## config.mk

```make
export PLATFORM = sky130hd
export DESIGN_NAME = tmr_irom_scrub
export DESIGN_NICKNAME = d
export VERILOG_FILES = /design/src/rtl/tmr_irom_pkg.sv /design/src/rtl/tmr_irom_voter.sv /design/src/rtl/tmr_irom_bank.sv /design/src/rtl/tmr_irom_scrub_fsm.sv /design/src/rtl/tmr_irom_scrub.sv
export SDC_FILE = /design/constraint.sdc
export NUM_CORES = 2
export LEC_CHECK = 0
export BUFFER_PORTS_ARGS = -buffer_cell sky130_fd_sc_hd__clkbuf_2
export CAP_MARGIN = 10
export CORE_ASPECT_RATIO = 1.1
export CORE_MARGIN = 4
export CORE_UTILIZATION = 40
export CTS_BUF_LIST = sky130_fd_sc_hd__clkbuf_8
export DETAILED_ROUTE_END_ITERATION = 10
export PLACE_DENSITY = 0.67
export REMOVE_ABC_BUFFERS = 1
export SLEW_MARGIN = 40
export SYNTH_ARGS = -nofsm -noshare
export SYNTH_HDL_FRONTEND = slang
export SYNTH_SLANG_ARGS = --single-unit
```

## constraint.sdc

```tcl
create_clock -name clk -period 4.8 [get_ports clk]
set_input_delay 0.24 -clock clk [delete_from_list [all_inputs] [get_ports clk]]
set_output_delay 0.24 -clock clk [all_outputs]
set_load 0.05 [all_outputs]
```

## src/rtl/tmr_irom_pkg.sv

```systemverilog
package tmr_irom_pkg;

  // Generated program contents; callers truncate to their word width.
  function automatic logic [31:0] img_word(input int unsigned a);
    return (32'(a) * 32'h0000_9E37) ^ 32'h0000_5A3C;
  endfunction

endpackage

```

## src/rtl/tmr_irom_voter.sv

```systemverilog
module tmr_irom_voter #(
  parameter int W = 8
) (
  input  logic [W-1:0] a,
  input  logic [W-1:0] b,
  input  logic [W-1:0] c,
  output logic [W-1:0] y
);
  assign y = (a & b) | (a & c) | (b & c);
endmodule

```

## src/rtl/tmr_irom_bank.sv

```systemverilog
module tmr_irom_bank import tmr_irom_pkg::*; #(
  parameter int ADDR_W = 6,
  parameter int DATA_W = 16,
  parameter int BIT_W  = 4
) (
  input  logic              clk,
  // fetch port (read-only in use)
  input  logic [ADDR_W-1:0] addr_a,
  input  logic              we_a,
  input  logic [DATA_W-1:0] din_a,
  output logic [DATA_W-1:0] rd_a,
  // scrub port
  input  logic [ADDR_W-1:0] addr_b,
  input  logic              we_b,
  input  logic [DATA_W-1:0] din_b,
  output logic [DATA_W-1:0] rd_b,
  // fault injection
  input  logic              inj_en,
  input  logic [ADDR_W-1:0] inj_addr,
  input  logic [BIT_W-1:0]  inj_bit
);
  localparam int DEPTH = 1 << ADDR_W;

  logic [DATA_W-1:0] mem [DEPTH];

  initial begin
    for (int i = 0; i < DEPTH; i++) mem[i] = DATA_W'(img_word(i));
  end

  always_ff @(posedge clk) begin
    if (we_a) mem[addr_a] <= din_a;
    if (inj_en)
      mem[inj_addr] <= mem[inj_addr] ^ (DATA_W'(1) << inj_bit);
    else if (we_b)
      mem[addr_b] <= din_b;
    rd_a <= mem[addr_a];
    rd_b <= mem[addr_b];
  end
endmodule

```

## src/rtl/tmr_irom_scrub_fsm.sv

```systemverilog
module tmr_irom_scrub_fsm #(
  parameter int ADDR_W = 6
) (
  input  logic              clk,
  input  logic              rst,
  input  logic [ADDR_W-1:0] cnt_v,
  input  logic              ph_v,
  input  logic [ADDR_W-1:0] fetch_addr,
  output logic [ADDR_W-1:0] cnt_q,
  output logic              ph_q,
  output logic              we
);
  logic hit;

  // phase 0: read location; phase 1: write voted word back
  assign hit = (cnt_v == fetch_addr);
  assign we  = ph_v & ~hit;

  always_ff @(posedge clk) begin
    if (rst) begin
      cnt_q <= '0;
      ph_q  <= 1'b0;
    end else begin
      ph_q  <= ~ph_v;
      cnt_q <= we ? cnt_v + 1'b1 : cnt_v;
    end
  end
endmodule

```

## src/rtl/tmr_irom_scrub.sv

```systemverilog
module tmr_irom_scrub import tmr_irom_pkg::*; #(
  parameter int ADDR_W = 6,
  parameter int DATA_W = 16,
  parameter int BIT_W  = $clog2(DATA_W)
) (
  input  logic              clk,
  input  logic              rst,
  input  logic [ADDR_W-1:0] fetch_addr,
  output logic [DATA_W-1:0] instr_out,
  input  logic              inj_en,
  input  logic [1:0]        inj_copy,
  input  logic [ADDR_W-1:0] inj_addr,
  input  logic [BIT_W-1:0]  inj_bit
);
  localparam int COPIES = 3;

  logic [COPIES-1:0][DATA_W-1:0] rd_a;
  logic [COPIES-1:0][DATA_W-1:0] rd_b;
  logic [COPIES-1:0][DATA_W-1:0] wb_v;
  logic [COPIES-1:0][ADDR_W-1:0] cnt_q;
  logic [COPIES-1:0][ADDR_W-1:0] cnt_v;
  logic [COPIES-1:0]             ph_q;
  logic [COPIES-1:0]             ph_v;
  logic [COPIES-1:0]             scrub_we;
  logic [DATA_W-1:0]             fetch_v;
  logic [DATA_W-1:0]             instr_q;

  for (genvar i = 0; i < COPIES; i++) begin : g_copy
    tmr_irom_voter #(.W(ADDR_W)) u_cnt_vote (
      .a(cnt_q[0]), .b(cnt_q[1]), .c(cnt_q[2]), .y(cnt_v[i]));
    tmr_irom_voter #(.W(1)) u_ph_vote (
      .a(ph_q[0]), .b(ph_q[1]), .c(ph_q[2]), .y(ph_v[i]));
    tmr_irom_voter #(.W(DATA_W)) u_wb_vote (
      .a(rd_b[0]), .b(rd_b[1]), .c(rd_b[2]), .y(wb_v[i]));

    tmr_irom_scrub_fsm #(.ADDR_W(ADDR_W)) u_fsm (
      .clk        (clk),
      .rst        (rst),
      .cnt_v      (cnt_v[i]),
      .ph_v       (ph_v[i]),
      .fetch_addr (fetch_addr),
      .cnt_q      (cnt_q[i]),
      .ph_q       (ph_q[i]),
      .we         (scrub_we[i])
    );

    tmr_irom_bank #(.ADDR_W(ADDR_W), .DATA_W(DATA_W), .BIT_W(BIT_W)) u_bank (
      .clk      (clk),
      .addr_a   (fetch_addr),
      .we_a     (1'b0),
      .din_a    ('0),
      .rd_a     (rd_a[i]),
      .addr_b   (cnt_v[i]),
      .we_b     (scrub_we[i]),
      .din_b    (wb_v[i]),
      .rd_b     (rd_b[i]),
      .inj_en   (inj_en && (inj_copy == 2'(i))),
      .inj_addr (inj_addr),
      .inj_bit  (inj_bit)
    );
  end

  tmr_irom_voter #(.W(DATA_W)) u_fetch_vote (
    .a(rd_a[0]), .b(rd_a[1]), .c(rd_a[2]), .y(fetch_v));

  always_ff @(posedge clk) begin
    if (rst) instr_q <= '0;
    else     instr_q <= fetch_v;
  end

  assign instr_out = instr_q;
endmodule

```

==> summary.md <==
| Metric | Value |
|---|---|
| Outcome | complete, no violations |
| Relative slew slack | 0.276 |
| DRC viols | 0 |
| Clk root buf | clkbuf_8 |
| Worst endpoint required time | 5640 ps |
| Number of synthesized flops with an enable pin | 3072 |
| Syn_area_per_cell | 19.5 µm² |
| Seq. cell area | 94600 µm² |
| Cell with the most instances after synthesis | edfxtp_1 |
| CTS H-tree depth | 6 |
| Leading area contributor after synthesis | edfxtp_1 |
| Slowest-stage cell, CP | dlygate4sd3_1 |
| Routed len/inst | 42.4 µm |
| Fin nets | 9164 |
| RSZ-0062 raised after global routing | false |
| Maxcap violations | 0 |
| Min-Delay Path Depth | 4 |
| DR pass1 iterations | 6 |
| Min-Delay Path Class | in -> reg |
| Count of pins over their slew limit | 0 |
| Worst Tran Pin Value | 1080 ps |
| Worst setup path category | reg -> reg |
| Worst Clk Skew | 158 ps |
| Yosys Warn Count | 0 |
| Worst r2r dst | g_copy[1].u_bank.mem[32][7] |
| Via count | 109000 |
| Final WS setup | 64.2 ps |
| P&R area growth vs syn | 13.2% |
| Async SR Flop Fraction | 0 |
| Synth top area share | 0.542 |
| Synth area leaders | edfxtp_1 (54%), mux4_2 (33%), mux2i_1 (3.7%), dfxtp_1 (1.4%), clkbuf_1 (0.96%) |
| # rows | 250 |
| Drt total wl | 649 mm |
| Initial Util | 0.403 |
| Die width | 630 µm |
| HPWL Detailed | 403 mm |
| Setup TNS | 0 ps |
| Switching share of power | 0.276 |
| Buf/Inv on CP | 3 |
| Crit. End Element | flip-flop |
| DRC violation total after the first TritonRoute iteration | 18500 |
| Port Buffer Count | 36 |
| Vias in the first global route | 109000 |
| Comb power frac | 0.148 |
| Psw | 0.0184 W |
| Peak Freq | 211 MHz |
| R2r worst-path depth | 10 |
| Leak pwr | 60.1 nW |
| Clock network fraction of total power | 0.367 |
| CTS tree | built |
| Die Ht | 692 µm |
| Tcrit/Tclk final | 0.987 |
| CP Launch Type | flip-flop |
| Pint | 0.0482 W |
| Main synth FF type | edfxtp_1 |
| Slowest stage delay, CP | 700 ps |
| Post-synthesis register bit count | 3191 |
| Final Critical Period | 4740 ps |
| Critical-path maximum fanout | 18 |
| Worst-path cell chain | xnor2_1 -> nand4_1 -> dlygate4sd3_1 -> o21ai_1 -> nor2_2 -> buf_4 -> nor3_1 -> a31oi_1 -> nor2_4 -> buf_4 |
| Clk slew on worst S/H paths | 70 ps |
| Worst EP arrival | 5580 ps |
| Synthesized cell area | 170000 µm² |
| Multi-input logic area | 73300 µm² |
| # setup viols final | 0 |
| Largest net degree at the start of global routing | 121 |
| CTS max path bufs | 4 |
| Num ports | 37 |
| Critical path depth in cells | 10 |
| Initial antenna violation count | 74 |
| Die area | 436000 µm² |
| Hold Startpoint | fetch_addr[0] |
| Skew-Pair Late Insertion Delay | 1300 ps |
| Synth unique cells | 55 |
| Sequential share of power | 0.485 |
| Num CTS Buffers | 536 |
| Total GRT Usage | 0.292 |
| Final antenna-violating net count | 0 |
| Clock sinks | 3191 |
| Flop2flop setup slack | 60 ps |
| Fin. Hold Viols | 0 |
| RD Place Congestion | 0.944 |
| Cell family with most CP delay | buffers and inverters |
| Core footprint | 423000 µm² |
| Sequential element share of the synthesized area | 0.556 |
| Worst r2r src | g_copy[1].u_fsm.cnt_q[2] |
| CP most frequent cell | buf_4 |
| Global route overflow | 0 |
| Share of cells above drive strength 1 | 0.448 |
| First-pass GRT wire length | 890 mm |
| VDD IR max | 0.287 mV |
| Cells after Synth | 8722 |
| Drt via density | 7.14 |
| Synth top cells by count | edfxtp_1 (3072), mux4_2 (2504), mux2i_1 (624), clkbuf_1 (434), nor2_1 (339) |
| Number of fill cells | 35200 |
| Pwr per Cell Area | 346 nW/µm² |
| Hold endpoint | g_copy[0].u_bank.rd_a[10] |
| Post-Place Worst Slack | 437 ps |
==> registers in the layout, summed over array words and instances (netlist names) <==
name and count:
g_copy.u_bank.rd_a 48, g_copy.u_fsm.cnt_q 6, instr_out 16, g_copy.u_bank.mem 3072
g_copy.u_bank.rd_b 48, g_copy.u_fsm.ph_q 1
==> metal layers <==
| metal | global-route usage | vias up | share of wire |
|---|---|---|---|
| li1 | - | 39800 | - |
| met1 | 0.353 | 57300 | 0.32 |
| met2 | 0.430 | 9861 | 0.44 |
| met3 | 0.108 | 2308 | 0.15 |
| met4 | 0.212 | 44 | 0.088 |
| met5 | 0 | - | 0.00079 |
==> power groups by stage <==
stage	clock [W]	sequential [W]	combinational (W)
final	0.0244	0.0323	0.00987
after detailed placement	0	0.0329	0.00951
after CTS	0.0245	0.0323	0.00954
after global placement	0	0.0328	0.00931
after floorplan	0	0.0331	0.00661
after global routing	0.0258	0.0323	0.0101
==> cell type report <==
cell class,instances,area share
Antenna cell,60,0.000779
Sequential cell,3191,0.491
Clock inverter,402,0.0136
Tap cell,5670,0.0368
Multi-Input combinational cell,4697,0.381
Clock buffer,567,0.0405
Timing Repair Buffer,713,0.0363
Inverter,3,0.000123
==> worst min-delay path, stage by stage <==
cell    delay, ps
buf_12        170
mux4_2        410
mux4_2        220
mux4_2        220
==> layout by cell type, fill, tap and decap left out, types with 18 or more instances in the layout <==
cell type	synthesis	final
a211oi_1	76	73
a21oi_1	246	190
a21oi_4	0	47
a22oi_1	175	175
a31oi_1	49	38
buf_12	0	107
buf_4	60	531
bufinv_16	0	26
clkbuf_2	0	25
clkbuf_8	0	567
clkinv_1	0	100
clkinv_2	0	65
clkinvlp_4	0	18
dfxtp_1	119	114
diode_2	0	60
dlygate4sd3_1	0	19
edfxtp_1	3072	3072
inv_1	2	158
inv_6	0	20
mux2_2	46	46
mux2i_1	624	622
mux4_2	2504	2504
nand2_1	76	68
nor2_1	339	140
nor2_2	0	189
nor2b_1	34	28
nor3_1	71	67
o21ai_0	58	53
o221ai_1	23	23
o22ai_1	149	149
o41ai_1	34	34
xnor2_1	23	23
xor2_1	35	35
==> kinds of logic after synthesis <==
group,after synthesis,share of synthesized area
xor gates and xnor gates,58,0.00299
AOI/OAI and AO/OA,850,0.0321
muxes,3174,0.371
DFF,3191,0.556
adders and majority gates,17,0.00101
buffers and inverters,834,0.0213
and+or+nand+nor,598,0.0153
==> metrics by stage <==
stage | cells | utilization | hold WS (ps) | total power [W] | area [µm²]
after floorplan | 7891 | - | 307 | 0.0398 | 167000
after global placement | 14200 | 0.429 | 448 | 0.0422 | 181000
after detailed placement | 14200 | 0.430 | 469 | 0.0424 | 182000
after CTS | 15200 | 0.455 | 24.2 | 0.0663 | 192000
after global routing | 15300 | 0.456 | 96.8 | 0.0682 | 193000
final | 15300 | 0.456 | 104 | 0.0666 | 193000
==> how the worst max path moves through the flow <==
stage	start	end	slack, ps
2_1_floorplan	g_copy[1].u_fsm.cnt_q[0]	g_copy[0].u_bank.mem[57][0]	-31750
3_3_place_gp	inj_addr[4]	g_copy[2].u_bank.mem[34][4]	340
3_5_place_dp	inj_addr[2]	g_copy[1].u_bank.mem[44][7]	440
4_1_cts	g_copy[1].u_fsm.cnt_q[2]	g_copy[1].u_bank.mem[33][7]	140
5_1_grt	g_copy[1].u_fsm.cnt_q[2]	g_copy[1].u_bank.mem[32][3]	90
6_report	g_copy[1].u_fsm.cnt_q[2]	g_copy[1].u_bank.mem[32][7]	60
==> timing repair <==
item,CTS,global route
setup buffers,0,0
resized for setup,0,5
setup endpoints to repair,0,45
hold endpoints to repair,83,0
hold buffers,19,0
Power figures use the tool's default switching activity.
